File: src/rtl/divPkg.sv
package divPkg;
  // mode encodings on the request port
  localparam logic [1:0] MODE_WORD   = 2'b00;
  localparam logic [1:0] MODE_LONG32 = 2'b01;

  typedef enum logic [1:0] {
    ST_IDLE = 2'b00,
    ST_RUN  = 2'b01,
    ST_FIN  = 2'b10
  } divStateT;

  typedef struct packed {
    logic load;   // capture request and operands
    logic step;   // one restoring iteration
    logic done;   // results presented this cycle
  } ctrlStrobeT;
endpackage

File: src/rtl/divCtrl.sv
module divCtrl
  import divPkg::*;
#(
  parameter int ITER = 64
) (
  input  logic       clk,
  input  logic       rstN,
  input  logic       start,
  input  logic       divisorZero,
  output ctrlStrobeT strb,
  output logic       busy
);
  localparam int CNT_W = (ITER > 1) ? $clog2(ITER) : 1;

  divStateT         state;
  logic [CNT_W-1:0] stepCnt;

  always_ff @(posedge clk or negedge rstN) begin
    if (!rstN) begin
      state   <= ST_IDLE;
      stepCnt <= '0;
    end else begin
      unique case (state)
        ST_IDLE: if (start) begin
          state   <= divisorZero ? ST_FIN : ST_RUN;
          stepCnt <= CNT_W'(ITER - 1);
        end
        ST_RUN: begin
          if (stepCnt == '0) state <= ST_FIN;
          else stepCnt <= stepCnt - 1'b1;
        end
        default: state <= ST_IDLE;
      endcase
    end
  end

  always_comb begin
    strb.load = (state == ST_IDLE) && start;
    strb.step = (state == ST_RUN);
    strb.done = (state == ST_FIN);
    busy      = (state != ST_IDLE);
  end
endmodule

File: src/rtl/divDatapath.sv
module divDatapath
  import divPkg::*;
#(
  parameter int DATA_W = 32,
  parameter int IDX_W  = 3
) (
  input  logic              clk,
  input  logic              rstN,
  input  ctrlStrobeT        strb,
  input  logic [1:0]        mode,
  input  logic              signedOp,
  input  logic [DATA_W-1:0] dvdLo,
  input  logic [DATA_W-1:0] dvdHi,
  input  logic [DATA_W-1:0] divisor,
  input  logic [IDX_W-1:0]  quotIdxIn,
  input  logic [IDX_W-1:0]  remIdxIn,
  input  logic              prevN,
  output logic              divisorZero,
  output logic              divZeroTrap,
  output logic              quotWr,
  output logic              remWr,
  output logic              flagWr,
  output logic [IDX_W-1:0]  quotIdx,
  output logic [IDX_W-1:0]  remIdx,
  output logic [DATA_W-1:0] quotData,
  output logic [DATA_W-1:0] remData,
  output logic              flagN,
  output logic              flagZ,
  output logic              flagV,
  output logic              flagC
);
  localparam int DVD_W  = 2 * DATA_W;
  localparam int HALF_W = DATA_W / 2;
  localparam logic [DVD_W-1:0] ONE       = 1;
  localparam logic [DVD_W-1:0] HALF_UMAX = (ONE << HALF_W) - ONE;
  localparam logic [DVD_W-1:0] HALF_SMAX = (ONE << (HALF_W - 1)) - ONE;
  localparam logic [DVD_W-1:0] FULL_UMAX = (ONE << DATA_W) - ONE;
  localparam logic [DVD_W-1:0] FULL_SMAX = (ONE << (DATA_W - 1)) - ONE;

  // operand preparation (request side)
  logic              isWordIn, isL64In, dvdNeg, dvsNeg;
  logic [DATA_W-1:0] dvsFull, dvsMag;
  logic [DVD_W-1:0]  dvdFull, dvdMag;

  always_comb begin
    isWordIn = (mode == MODE_WORD);
    isL64In  = mode[1];
    if (isWordIn)
      dvsFull = signedOp ? {{HALF_W{divisor[HALF_W-1]}}, divisor[HALF_W-1:0]}
                         : {{HALF_W{1'b0}}, divisor[HALF_W-1:0]};
    else
      dvsFull = divisor;
    if (isL64In)
      dvdFull = {dvdHi, dvdLo};
    else
      dvdFull = signedOp ? {{DATA_W{dvdLo[DATA_W-1]}}, dvdLo} : {{DATA_W{1'b0}}, dvdLo};
    divisorZero = (dvsFull == '0);
    dvdNeg = signedOp & dvdFull[DVD_W-1];
    dvsNeg = signedOp & dvsFull[DATA_W-1];
    dvdMag = dvdNeg ? -dvdFull : dvdFull;
    dvsMag = dvsNeg ? -dvsFull : dvsFull;
  end

  // captured request and iteration state
  logic [DVD_W-1:0]  accQ;
  logic [DATA_W-1:0] partRem, dvsR;
  logic              negQ, negR, trapR, wordR, long32R, signedR, prevNR;

  logic [DATA_W:0]   shifted;
  logic              canSub;

  always_comb begin
    shifted = {partRem, accQ[DVD_W-1]};
    canSub  = (shifted >= {1'b0, dvsR});
  end

  always_ff @(posedge clk or negedge rstN) begin
    if (!rstN) begin
      accQ    <= '0;
      partRem <= '0;
      dvsR    <= '0;
      negQ    <= 1'b0;
      negR    <= 1'b0;
      trapR   <= 1'b0;
      wordR   <= 1'b0;
      long32R <= 1'b0;
      signedR <= 1'b0;
      prevNR  <= 1'b0;
      quotIdx <= '0;
      remIdx  <= '0;
    end else if (strb.load) begin
      accQ    <= dvdMag;
      partRem <= '0;
      dvsR    <= dvsMag;
      negQ    <= dvdNeg ^ dvsNeg;
      negR    <= dvdNeg;
      trapR   <= divisorZero;
      wordR   <= isWordIn;
      long32R <= (mode == MODE_LONG32);
      signedR <= signedOp;
      prevNR  <= prevN;
      quotIdx <= quotIdxIn;
      remIdx  <= remIdxIn;
    end else if (strb.step) begin
      partRem <= canSub ? DATA_W'(shifted - {1'b0, dvsR}) : shifted[DATA_W-1:0];
      accQ    <= {accQ[DVD_W-2:0], canSub};
    end
  end

  // result correction, overflow and flags
  logic [DATA_W-1:0] qSigned, rSigned;
  logic [DVD_W-1:0]  qLimit;
  logic              ovf, qZero, qNeg;

  always_comb begin
    qSigned = negQ ? -accQ[DATA_W-1:0] : accQ[DATA_W-1:0];
    rSigned = negR ? -partRem : partRem;
    if (wordR)
      qLimit = !signedR ? HALF_UMAX : (negQ ? HALF_SMAX + ONE : HALF_SMAX);
    else
      qLimit = !signedR ? FULL_UMAX : (negQ ? FULL_SMAX + ONE : FULL_SMAX);
    ovf   = !long32R && (accQ > qLimit);
    qZero = wordR ? (qSigned[HALF_W-1:0] == '0) : (qSigned == '0);
    qNeg  = wordR ? qSigned[HALF_W-1] : qSigned[DATA_W-1];

    quotData = wordR ? {rSigned[HALF_W-1:0], qSigned[HALF_W-1:0]} : qSigned;
    remData  = rSigned;
    flagN    = ovf ? prevNR : qNeg;
    flagZ    = !ovf && qZero;
    flagV    = ovf;
    flagC    = 1'b0;

    divZeroTrap = strb.done && trapR;
    flagWr      = strb.done && !trapR;
    quotWr      = flagWr && !ovf;
    remWr       = quotWr && !wordR && (remIdx != quotIdx);
  end
endmodule

File: src/rtl/divFlagUnit.sv
module divFlagUnit
  import divPkg::*;
#(
  parameter int DATA_W = 32,
  parameter int IDX_W  = 3
) (
  input  logic              clk,
  input  logic              rstN,
  input  logic              start,
  input  logic [1:0]        mode,
  input  logic              signedOp,
  input  logic [DATA_W-1:0] dvdLo,
  input  logic [DATA_W-1:0] dvdHi,
  input  logic [DATA_W-1:0] divisor,
  input  logic [IDX_W-1:0]  quotIdxIn,
  input  logic [IDX_W-1:0]  remIdxIn,
  input  logic              prevN,
  output logic              busy,
  output logic              done,
  output logic              divZeroTrap,
  output logic              quotWr,
  output logic              remWr,
  output logic              flagWr,
  output logic [IDX_W-1:0]  quotIdx,
  output logic [IDX_W-1:0]  remIdx,
  output logic [DATA_W-1:0] quotData,
  output logic [DATA_W-1:0] remData,
  output logic              flagN,
  output logic              flagZ,
  output logic              flagV,
  output logic              flagC
);
  localparam int ITER = 2 * DATA_W;

  ctrlStrobeT strb;
  logic       divisorZero;

  divCtrl #(.ITER(ITER)) u_ctrl (
    .clk(clk), .rstN(rstN), .start(start), .divisorZero(divisorZero),
    .strb(strb), .busy(busy)
  );

  divDatapath #(.DATA_W(DATA_W), .IDX_W(IDX_W)) u_dp (
    .clk(clk), .rstN(rstN), .strb(strb), .mode(mode), .signedOp(signedOp),
    .dvdLo(dvdLo), .dvdHi(dvdHi), .divisor(divisor),
    .quotIdxIn(quotIdxIn), .remIdxIn(remIdxIn), .prevN(prevN),
    .divisorZero(divisorZero), .divZeroTrap(divZeroTrap),
    .quotWr(quotWr), .remWr(remWr), .flagWr(flagWr),
    .quotIdx(quotIdx), .remIdx(remIdx), .quotData(quotData), .remData(remData),
    .flagN(flagN), .flagZ(flagZ), .flagV(flagV), .flagC(flagC)
  );

  assign done = strb.done;
endmodule

File: config.mk
export PLATFORM = sky130hd
export DESIGN_NAME = divFlagUnit
export DESIGN_NICKNAME = d
export VERILOG_FILES = /design/src/rtl/divPkg.sv /design/src/rtl/divCtrl.sv /design/src/rtl/divDatapath.sv /design/src/rtl/divFlagUnit.sv
export SDC_FILE = /design/constraint.sdc
export NUM_CORES = 1
export LEC_CHECK = 0
export BUFFER_PORTS_ARGS = -buffer_cell sky130_fd_sc_hd__buf_4
export CORE_MARGIN = 5
export CORE_UTILIZATION = 50
export DETAILED_ROUTE_END_ITERATION = 12
export GPL_TIMING_DRIVEN = 0
export PLACE_DENSITY = 0.71
export SLEW_MARGIN = 20
export SYNTH_ARGS = -nofsm -noshare
export SYNTH_HDL_FRONTEND = slang
export SYNTH_SLANG_ARGS = --single-unit
File: constraint.sdc
create_clock -name clk -period 4.37 [get_ports clk]
set_input_delay 0.2185 -clock clk [delete_from_list [all_inputs] [get_ports clk]]
set_output_delay 0.2185 -clock clk [all_outputs]
set_load 0.05 [all_outputs]
==> results of run 1 <==
sequential cells by signal (all words and copies together) (netlist names):
| register | flops |
|---|---|
| u_dp.accQ | 64 |
| u_dp.dvsR | 32 |
| u_dp.partRem | 32 |
| u_ctrl.stepCnt | 6 |
| u_dp.quotIdx | 3 |
| u_dp.remIdx | 3 |
| u_ctrl.state | 2 |
| u_dp.long32R | 1 |
| u_dp.negQ | 1 |
| u_dp.negR | 1 |
| u_dp.prevNR | 1 |
| u_dp.signedR | 1 |
| u_dp.trapR | 1 |
| u_dp.wordR | 1 |
power by group:
group	internal, mW	total, mW	switching (mW)
Clock	0.954	1.57	0.617
Combinational	3.00	8.42	5.42
Sequential	2.02	2.91	0.891
logic make-up after synthesis:
family | Yosys count | synth area share (%)
AND/OR/NAND/NOR | 689 | 24.4
AO/OA/AOI/OAI | 532 | 24.7
buffers and inverters | 186 | 5.28
XOR/XNOR | 157 | 10.2
flip-flops | 149 | 27.6
adder cells (fa/ha/maj) | 58 | 5.42
multiplexers | 31 | 2.37
other | 1 | 0.0277
synthesized netlist by cell type, types with 11 or more instances:
master | number | area share, %
a21o_1 | 17 | 0.94
a21oi_1 | 117 | 4.3
a31oi_1 | 64 | 3.0
and3_1 | 15 | 0.69
clkbuf_1 | 99 | 2.7
dfrtp_1 | 149 | 28
ha_1 | 57 | 5.3
inv_1 | 69 | 1.9
mux2i_1 | 26 | 1.9
nand2_1 | 292 | 8.1
nand2b_1 | 17 | 0.79
nand3_1 | 39 | 1.4
nand4_1 | 22 | 1.0
nor2_1 | 129 | 3.6
nor3_1 | 43 | 1.6
nor4_1 | 21 | 0.97
o211ai_1 | 11 | 0.61
o21a_1 | 11 | 0.61
o21ai_0 | 168 | 6.2
o31ai_1 | 37 | 2.1
o41ai_1 | 19 | 1.2
or3_1 | 30 | 1.4
or4_1 | 22 | 1.2
xnor2_1 | 103 | 6.7
xor2_1 | 54 | 3.5
path summary, 6_finish.rpt:
path | startpoint | end | slack (ps) | cells after the start
max | u_dp.negQ | remWr | 180 | 14
min | dvdLo[0] | u_dp.accQ[0] | 80 | 3
max reg2reg | u_dp.partRem[19] | u_dp.partRem[17] | 340 | 11
min reg2reg | u_dp.prevNR | u_dp.prevNR | 480 | 2
max in group asynchronous | rstN | u_dp.accQ[16] | 3270 | 3
min in group asynchronous | rstN | u_dp.dvsR[13] | 280 | 2
layout by cell type, fill, tap and decap left out, types with 5 or more instances in the layout:
cell	Yosys	routed
o21ai_0	168	168
o41ai_1	19	19
nand2_1	292	291
a21oi_1	117	117
a21o_1	17	17
and2_1	8	8
clkbuf_1	99	97
nor4_1	21	21
nand3_1	39	39
ha_1	57	57
buf_2	4	5
xnor2_1	103	103
nand4b_1	6	6
xor2_1	54	54
o21a_1	11	11
buf_1	10	9
clkbuf_16	0	17
o211ai_1	11	11
dlygate4sd3_1	0	8
a32oi_1	5	5
inv_1	69	69
or3_1	30	30
buf_4	3	190
a31oi_1	64	64
o2111ai_1	8	8
a211oi_1	10	10
nor3_1	43	42
nand4_1	22	22
nor2_1	129	129
or4_1	22	22
and3_1	15	15
nor2b_1	10	10
mux2i_1	26	26
nand2b_1	17	17
o31ai_1	37	37
or2_2	6	6
dfrtp_1	149	149
a211o_1	7	7
final cells by class:
type,count,area [um2],area share (%)
clock buffers,19,433,2.69
clock inverters,12,179,1.11
plain buffers,115,453,2.81
well taps,341,427,2.65
repair buffers,197,1530,9.47
inverters,70,263,1.63
multi-input cells,1468,9100,56.5
flip-flops and latches,149,3730,23.1
metal layers:
layer	part of all wire, %	GRT usage, %	wire, um
met5	0	0	0
met4	2.0	8.97	987
met3	8.6	4.61	4170
met2	45	48.8	21900
met1	44	45.3	21700
repair_timing:
action | CTS | global route
pin swaps | 1 | 1
setup buffers | 2 | 1
endpoints found under the setup margin | 5 | 4
endpoints found under the hold margin | 57 | 0
gates resized for setup | 5 | 2
hold buffers | 8 | 0
worst max-delay path: cells and delay by family, from the launching register on:
| kind | cells | cell delay (ps) |
|---|---|---|
| buffers and inverters | 6 | 1520 |
| AOI/OAI and AO/OA | 4 | 670 |
| DFF | 1 | 500 |
| and+or+nand+nor | 2 | 480 |
| adders and majority gates | 1 | 290 |
| xor gates and xnor gates | 1 | 90 |
stage by stage:
step / utilization (%) / setup TNS (ps) / power, mW / setup WS [ps] / std cells
5_1_grt: 60.1 / 0 / 13.8 / 6.53 / 2371
3_3_place_gp: 57.3 / -1690 / 11.0 / -543 / 2329
6_report: 60.1 / 0 / 12.9 / 180 / 2371
4_1_cts: 60.1 / 0 / 12.8 / 46.1 / 2371
2_1_floorplan: - / 0 / 8.74 / 170 / 1803
3_5_place_dp: 57.4 / -1620 / 11.2 / -529 / 2330
==> metrics.md, run 1 <==
| Metric | Value |
|---|---|
| Slew HR | `~30%` |
| Outcome | `finished, final reports clean` |
| # diodes | `0` |
| Port Buffer Count | `185` |
| First-pass GRT wire length | `77500 um` |
| Residual DRC | `0` |
| Pin slew with the least headroom to its limit | `1030 ps` |
| Final setup fails | `0` |
| Layout cells sized above 1 | `about an eighth` |
| Crit-path cells | `clkbuf_2 -> clkbuf_2 -> clkbuf_2 -> buf_2 -> xor2_1 -> and2_1 -> ha_1 -> o21a_1 -> a211oi_1 -> o21a_1 -> a211oi_4 -> buf_4 -> nor4b_2 -> buf_4` |
| Top fanout value on the critical path | `10` |
| Critical path's most frequent cell | `clkbuf_2` |
| Worst hold path class | `input port to flop` |
| Clk root buf | `clkbuf_16` |
| EDFF count, synth | `0` |
| Layout Nets | `between 2000 and 2500` |
| Slowest-stage cell, CP | `dfrtp_1` |
| Fin. Hold Viols | `0` |
| Bufs on Longest Clock Path | `2` |
| CORE AREA | `0.0268 mm2` |
| Cell area after placement | `0.0154 mm2` |
| Synth Register Bits | `149` |
| Largest net degree at the start of global routing | `100` |
| Final Max Slew Viols | `0` |
| Fmax | `roughly 0.24 GHz` |
| Area growth, synth to finish | `19.1%` |
| Initial core utilization | `50.5%` |
| WS Path Type | `flop to output port` |
| CTS tree | `done` |
| Pre-antenna DRT Iters | `6` |
| Pleak | `around 6.8 nW` |
| Core Rows | `60` |
| Vias | `14800` |
| Die footprint | `0.0304 mm2` |
| Io pins | `189` |
| Design area | `0.0161 mm2` |
| Ys Warns | `0` |
| TritonCTS Buffers | `17` |
| Period utilization | `95.9%` |
| Via/cell ratio | `6.25` |
| Post-DRT Antenna Nets | `0` |
| GRT Util Overall | `31.3%` |
| Synthesized Nets | `1970` |
| Post-synth top flop | `dfrtp_1` |
| H-tree levels | `4` |
| Die span in x | `174 um` |
| Clk sink count | `149` |
| Pwr dens | `800 mW/mm2` |
| Max Clock Skew | `10.1 ps` |
| Die Ht | `174 um` |
| RD Place Congestion | `1.03` |
| Detailed Route WL | `48700 um` |
| Clock Pin Slew Worst Setup and Hold Paths | `around 60 ps` |
| Min Tclk post-route | `4190 ps` |
| Register area share after synthesis | `between 20% and 30%` |
| Synth async-reset ratio | `100%` |
| RSZ-0062 raised after global routing | `no` |
| Hold WS | `84.4 ps` |
| WL/cell | `~21 um` |
| Max IR drop VDD | `just under 0.0003 V` |
| Initial DRC count | `1723` |
| Worst skew pair latency | `430 ps` |
| Worst Path Arrival | `around 4000 ps` |
| Mean Syn Cell Area | `around 7.5 um2` |
| Max Cap Viol | `0` |
| Post-DP HPWL | `38100 um` |
| Vias in the first global route | `14300` |
| Gr ovfl total | `0` |
| Distinct cell type count after synthesis | `between 80 and 90` |
| Required @ worst endpoint | `4150 ps` |
| Fill count | `2555` |
| Synthesized area | `0.0135 mm2` |
| Setup crit start kind | `flop` |
| Worst Setup End Kind | `output port` |
| Max stage delay on crit path | `500 ps` |
| Initial antenna violation count | `1` |
| Mapped Cells | `between 1500 and 2000` |
Power figures use the tool's default switching activity.
==> run 2: changes to the inputs <==
--- a/config.mk
+++ b/config.mk
@@ -6,8 +6,10 @@
 export NUM_CORES = 1
 export LEC_CHECK = 0
 export BUFFER_PORTS_ARGS = -buffer_cell sky130_fd_sc_hd__buf_4
+export CORE_ASPECT_RATIO = 1.4
 export CORE_MARGIN = 5
 export CORE_UTILIZATION = 50
+export CTS_BUF_LIST = sky130_fd_sc_hd__clkbuf_8
 export DETAILED_ROUTE_END_ITERATION = 12
 export GPL_TIMING_DRIVEN = 0
 export PLACE_DENSITY = 0.71
@@ -15,3 +17,4 @@
 export SYNTH_ARGS = -nofsm -noshare
 export SYNTH_HDL_FRONTEND = slang
 export SYNTH_SLANG_ARGS = --single-unit
+export TNS_END_PERCENT = 30
==> run 2 against run 1 <==
Compared with the run above: global-route usage is 2.5 points higher; via count is 0.46% lower; combinational power is 1% higher; hold slack worse by 66 ps; routed wire length is 8.0% higher; utilization is 0.60 points lower; total power is 2.1% lower; sequential cell count stayed put; largest cell class unchanged.
==> metrics.md, run 2 (synthesis gave the netlist of run 1 again) <==
| Metric | Value |
|---|---|
| Outcome | `finished, final reports clean (unchanged)` |
| Max Clock Skew | `16.0 ps (was 10.1 ps)` |
| Top flop regs | `u_dp.accQ (64), u_dp.dvsR (32), u_dp.partRem (32) (unchanged)` |
| Max Cap Viol | `0 (unchanged)` |
| Clk root buf | `clkbuf_8 (was clkbuf_16)` |
| CP top delay family | `buffers and inverters (unchanged)` |
| Core Rows | `71 (was 60)` |
| Setup crit start kind | `flop (unchanged)` |
| Critical path buffers and inverters | `3 (was 6)` |
| First-pass GRT wire length | `80800 um (was 77500 um)` |
| Initial antenna violation count | `0 (was 1)` |
| Initial DRC count | `1091 (was 1723)` |
| WL/cell | `22.0 um (was 20.5 um)` |
| Initial core utilization | `50.4% (was 50.5%)` |
| Period utilization | `98.1% (was 95.9%)` |
| Placed Cells | `2354 (was 2330)` |
| Layout Nets | `2183 (was 2185)` |
| Number of flip-flops in the largest register | `64 (unchanged)` |
| Die span in x | `149 um (was 174 um)` |
| Most frequent cells in the layout | `nand2_1, buf_4, o21ai_0 (unchanged)` |
| GRT Util Overall | `33.8% (was 31.3%)` |
| Pwr dens | `791 mW/mm2 (was 800 mW/mm2)` |
| RD Place Congestion | `1.01 (was 1.03)` |
| Pre-antenna DRT Iters | `5 (was 6)` |
| Largest Register | `u_dp.accQ (unchanged)` |
| Gr ovfl total | `0 (unchanged)` |
| Via/cell ratio | `6.16 (was 6.25)` |
| Min Tclk post-route | `4280 ps (was 4190 ps)` |
| Pin slew with the least headroom to its limit | `1040 ps (was 1030 ps)` |
| Layout cells sized above 1 | `12.9% (was 12.8%)` |
| Bufs on Longest Clock Path | `2 (unchanged)` |
| Final setup fails | `0 (unchanged)` |
| CTS tree | `done (unchanged)` |
| Slew HR | `30.5% (was 29.8%)` |
| Worst hold path class | `input port to flop (unchanged)` |
| RSZ-0062 raised after global routing | `yes (was no)` |
| Worst Path Arrival | `4070 ps (was 3970 ps)` |
| Cell area after placement | `0.0154 mm2 (about the same)` |
| Worst skew pair latency | `490 ps (was 430 ps)` |
| Die Ht | `205 um (was 174 um)` |
| Final Max Slew Viols | `0 (unchanged)` |
| Largest net degree at the start of global routing | `82 (was 100)` |
| Vias in the first global route | `14400 (was 14300)` |
| H-tree levels | `4 (unchanged)` |
| Worst Setup End Kind | `output port (unchanged)` |
| Most common cell after layout, fill and taps aside | `nand2_1 (unchanged)` |
| Post-DP HPWL | `42000 um (was 38100 um)` |
| Detailed Route WL | `52600 um (was 48700 um)` |
| Fin. Hold Viols | `0 (unchanged)` |
| Slowest-stage cell, CP | `clkbuf_1 (was dfrtp_1)` |
| Fmax | `0.233 GHz (was 0.239 GHz)` |
| Max stage delay on crit path | `530 ps (was 500 ps)` |
| Design area | `0.0160 mm2 (was 0.0161 mm2)` |
| Fill count | `2652 (was 2555)` |
| Required @ worst endpoint | `4150 ps (about the same)` |
| WS Path Type | `flop to output port (unchanged)` |
| Vias | `14800 (about the same)` |
| TritonCTS Buffers | `17 (unchanged)` |
| Die footprint | `0.0305 mm2 (was 0.0304 mm2)` |
| CORE AREA | `0.0268 mm2 (about the same)` |
| Io pins | `189 (unchanged)` |
| Post-DRT Antenna Nets | `0 (unchanged)` |
| Port Buffer Count | `185 (unchanged)` |
| Clk sink count | `149 (unchanged)` |
| Fin util | `59.5% (was 60.1%)` |
| Max IR drop VDD | `0.000685 V (was 0.000293 V)` |
| Clock Pin Slew Worst Setup and Hold Paths | `90 ps (was 60 ps)` |
| Final cell count without fillers | `2394 (was 2371)` |
| Top fanout value on the critical path | `10 (unchanged)` |
| Sequential cell area | `0.00373 mm2 (about the same)` |
| Crit-path cells | `clkbuf_1 -> clkbuf_1 -> a21o_1 -> ha_1 -> nand4_1 -> nor2_1 -> and3_1 -> nand4_1 -> o21a_1 -> a211oi_4 -> mux2_2 -> buf_4 (was clkbuf_2 -> clkbuf_2 -> clkbuf_2 -> buf_2 -> xor2_1 -> and2_1 -> ha_1 -> o21a_1 -> a211oi_1 -> o21a_1 -> a211oi_4 -> buf_4 -> nor4b_2 -> buf_4)` |
| Pleak | `6.72 nW (was 6.80 nW)` |
| # diodes | `0 (unchanged)` |
| Area growth, synth to finish | `18.1% (was 19.1%)` |
| Residual DRC | `0 (unchanged)` |
| Multi-input gate area | `0.00911 mm2 (was 0.00910 mm2)` |
## run 2: per-stage QoR
step	hold WS, ps	setup slack, ps	power (mW)	setup TNS [ps]
2_1_floorplan	-77.1	170	8.74	0
3_5_place_dp	206	-128	11.2	-128
3_3_place_gp	413	-115	11.1	-115
5_1_grt	15.4	-18.8	13.4	-35.1
6_report	18.1	85.1	12.6	0
4_1_cts	2.33	23.1	12.5	0
## run 2: layout make-up
type	count	area share, %
repair buffers	195	9.47
plain buffers	115	2.85
clock inverters	14	1.24
well taps	365	2.86
multi-input cells	1468	57.0
flip-flops and latches	149	23.4
inverters	70	1.65
clock buffers	18	1.55
## run 2: path summary, 6_finish.rpt
| path | start | to | slack, ps | depth (start not counted) |
|---|---|---|---|---|
| worst max-delay path | u_dp.wordR | flagN | 90 | 12 |
| worst min-delay path | start | u_ctrl.state[1] | 20 | 3 |
| worst max register to register | u_dp.partRem[19] | u_dp.partRem[17] | 280 | 11 |
| worst min register to register | u_dp.dvsR[21] | u_dp.dvsR[21] | 480 | 2 |
| max in group asynchronous | rstN | u_dp.dvsR[25] | 3290 | 3 |
| min in group asynchronous | rstN | u_dp.accQ[19] | 250 | 2 |
## run 2: per-layer routing
layer | part of all wire (%) | GRT usage [%]
met1 | 38 | 39.1
met2 | 51 | 60.5
met3 | 5.7 | 4.69
met4 | 5.5 | 17.5
met5 | 0 | 0
## run 2: repair_timing
item	in CTS	in global routing
gates resized for setup	7	2
endpoints found under the hold margin	75	0
pin swaps	0	1
hold buffers	8	0
endpoints found under the setup margin	5	3
setup buffers	0	1
## run 2: power by group
group          switching [mW]  internal, mW  total [mW]
logic                    5.51          3.00        8.50
registers               0.856          2.01        2.87
clock network           0.609         0.643        1.25
## run 2: tightest hold or removal path: stages
cell,delay (ps)
buf_4,120
nand3b_1,70
a21oi_1,60
==> run 3: changes to the inputs <==
--- a/config.mk
+++ b/config.mk
@@ -12,7 +12,7 @@
 export CTS_BUF_LIST = sky130_fd_sc_hd__clkbuf_8
 export DETAILED_ROUTE_END_ITERATION = 12
 export GPL_TIMING_DRIVEN = 0
-export PLACE_DENSITY = 0.71
+export PLACE_DENSITY = 0.74
 export SLEW_MARGIN = 20
 export SYNTH_ARGS = -nofsm -noshare
 export SYNTH_HDL_FRONTEND = slang
==> run 3 against run 2 <==
Compared with the run above: count of clock-buffer cells in the layout decreased by 1; total power decreased by 0.81%; critical endpoint is now flagZ; final cell count unchanged.
==> metrics.md, run 3 (synthesis gave the netlist of run 1 again) <==
| Metric | Value |
|---|---|
| Initial core utilization | `50.4% (unchanged)` |
| Met1 wire length | `19100 um (was 20000 um)` |
| Area growth, synth to finish | `17.9% (was 18.1%)` |
| Most frequent cells in the layout | `nand2_1, buf_4, o21ai_0 (unchanged)` |
| Most common cell after layout, fill and taps aside | `nand2_1 (unchanged)` |
| Design area | `0.0159 mm2 (was 0.0160 mm2)` |
| Worst Setup End Kind | `output port (unchanged)` |
| Multi-input gate area | `0.00910 mm2 (was 0.00911 mm2)` |
| Final Max Slew Viols | `0 (unchanged)` |
| Min Tclk post-route | `4290 ps (was 4280 ps)` |
| Gr ovfl total | `0 (unchanged)` |
| Bufs on Longest Clock Path | `2 (unchanged)` |
| Initial antenna violation count | `0 (unchanged)` |
| Post-DRT Antenna Nets | `0 (unchanged)` |
| Largest Register | `u_dp.accQ (unchanged)` |
| Setup WS post-layout | `81.8 ps (was 85.1 ps)` |
| Clk root buf | `clkbuf_8 (unchanged)` |
| CORE AREA | `0.0268 mm2 (unchanged)` |
| Vias | `14800 (about the same)` |
| Max IR drop VDD | `0.000627 V (was 0.000685 V)` |
| Pwr dens | `785 mW/mm2 (was 791 mW/mm2)` |
| Top flop regs | `u_dp.accQ (64), u_dp.dvsR (32), u_dp.partRem (32) (unchanged)` |
| Die Ht | `205 um (unchanged)` |
| Hold WS | `39.0 ps (was 18.1 ps)` |
| Pin slew with the least headroom to its limit | `1040 ps (about the same)` |
| Worst Path Arrival | `4070 ps (about the same)` |
| Clock Pin Slew Worst Setup and Hold Paths | `90 ps (about the same)` |
| Layout cells sized above 1 | `12.8% (was 12.9%)` |
| Number of flip-flops in the largest register | `64 (unchanged)` |
| Die footprint | `0.0305 mm2 (unchanged)` |
| Post-DP HPWL | `40600 um (was 42000 um)` |
| Worst hold path class | `input port to flop (unchanged)` |
| TritonCTS Buffers | `17 (unchanged)` |
| CTS tree | `done (unchanged)` |
| Layout Nets | `2183 (unchanged)` |
| Max Clock Skew | `13.4 ps (was 16.0 ps)` |
| Largest net degree at the start of global routing | `83 (was 82)` |
| Port Buffer Count | `185 (unchanged)` |
| Pleak | `6.72 nW (about the same)` |
| Post-Route Setup TNS | `0 ps (unchanged)` |
| Die span in x | `149 um (unchanged)` |
| Sequential cell area | `0.00373 mm2 (about the same)` |
| Via/cell ratio | `6.18 (was 6.16)` |
| Fill count | `2654 (was 2652)` |
| Pre-antenna DRT Iters | `6 (was 5)` |
| H-tree levels | `4 (unchanged)` |
| RD Place Congestion | `0.973 (was 1.01)` |
| Fin. Hold Viols | `0 (unchanged)` |
| Setup crit start kind | `flop (unchanged)` |
| Period utilization | `98.1% (about the same)` |
| Initial DRC count | `1126 (was 1091)` |
| Max Cap Viol | `0 (unchanged)` |
| Final setup fails | `0 (unchanged)` |
| Fmax | `0.233 GHz (about the same)` |
| Uppermost routed layer | `met4 (unchanged)` |
| Met3 wire length | `3270 um (was 3020 um)` |
| Top fanout value on the critical path | `6 (was 10)` |
| Residual DRC | `0 (unchanged)` |
| Cell area after placement | `0.0154 mm2 (about the same)` |
| Outcome | `finished, final reports clean (unchanged)` |
| Io pins | `189 (unchanged)` |
| # diodes | `0 (unchanged)` |
| First-pass GRT wire length | `78600 um (was 80800 um)` |
| GRT Util Overall | `32.7% (was 33.8%)` |
| Detailed Route WL | `51200 um (was 52600 um)` |
| Worst skew pair latency | `470 ps (was 490 ps)` |
| Met2 wire length | `25500 um (was 26600 um)` |
| Clk sink count | `149 (unchanged)` |
| RSZ-0062 raised after global routing | `yes (unchanged)` |
| Vias in the first global route | `14600 (was 14400)` |
| WL/cell | `21.4 um (was 22.0 um)` |
| Pre-CTS WS | `-393 ps (was -128 ps)` |
| Slew HR | `30.7% (was 30.5%)` |
| Core Rows | `71 (unchanged)` |
| Required @ worst endpoint | `4150 ps (about the same)` |
| WS Path Type | `flop to output port (unchanged)` |
## run 3: final cells by class
class	instances	share of cell area (%)
Tap cell	365	2.86
Timing Repair Buffer	195	9.48
Inverter	70	1.65
Clock inverter	15	1.18
Sequential cell	149	23.4
Clock buffer	17	1.47
Buffer	115	2.88
Multi-Input combinational cell	1468	57.1
## run 3: stage by stage
stage	cells	util (%)	total power, mW
finish	2394	59.4	12.5
global route	2394	59.4	13.4
CTS	2394	59.4	12.4
detailed placement	2354	57.4	11.2
global placement	2353	57.3	11.0
floorplan	1803	-	8.74
## run 3: final timing paths
path | startpoint | endpoint | slack (ps) | cells past startpoint
max | u_dp.accQ[0] | flagZ | 80 | 12
min | start | u_ctrl.state[1] | 40 | 3
max reg2reg | u_dp.partRem[19] | u_dp.partRem[18] | 290 | 11
min reg2reg | u_dp.dvsR[21] | u_dp.dvsR[21] | 480 | 2
max in group asynchronous | rstN | u_ctrl.stepCnt[0] | 3250 | 3
min in group asynchronous | rstN | u_dp.accQ[19] | 310 | 2
## run 3: repair_timing
action,4_1_cts,5_1_grt
pin swaps,1,1
hold endpoints to repair,88,0
resized for setup,8,3
hold buffers,8,0
endpoints found under the setup margin,5,3
setup buffers,0,1
## run 3: worst max-delay path, stage by stage (launching register included)
cell and delay [ps]:
dfrtp_1 480, inv_1 150, ha_1 160, or3b_1 430, or3_1 330, clkbuf_1 230, nor2_2 290, nand3_1 170
mux2_2 310, a32o_1 260, a41oi_1 480, nor4b_2 90, buf_4 210
## run 3: layer usage
layer | track usage [%] | up-vias
met5 | 0 | -
met2 | 58.7 | 675
met3 | 4.65 | 198
met4 | 18.5 | 0
met1 | 36.7 | 6979
li1 | - | 6954
## run 3: report_power, final
| part | switching [mW] | internal (mW) |
|---|---|---|
| Combinational | 5.46 | 3.00 |
| Clock | 0.588 | 0.617 |
| Sequential | 0.851 | 2.01 |
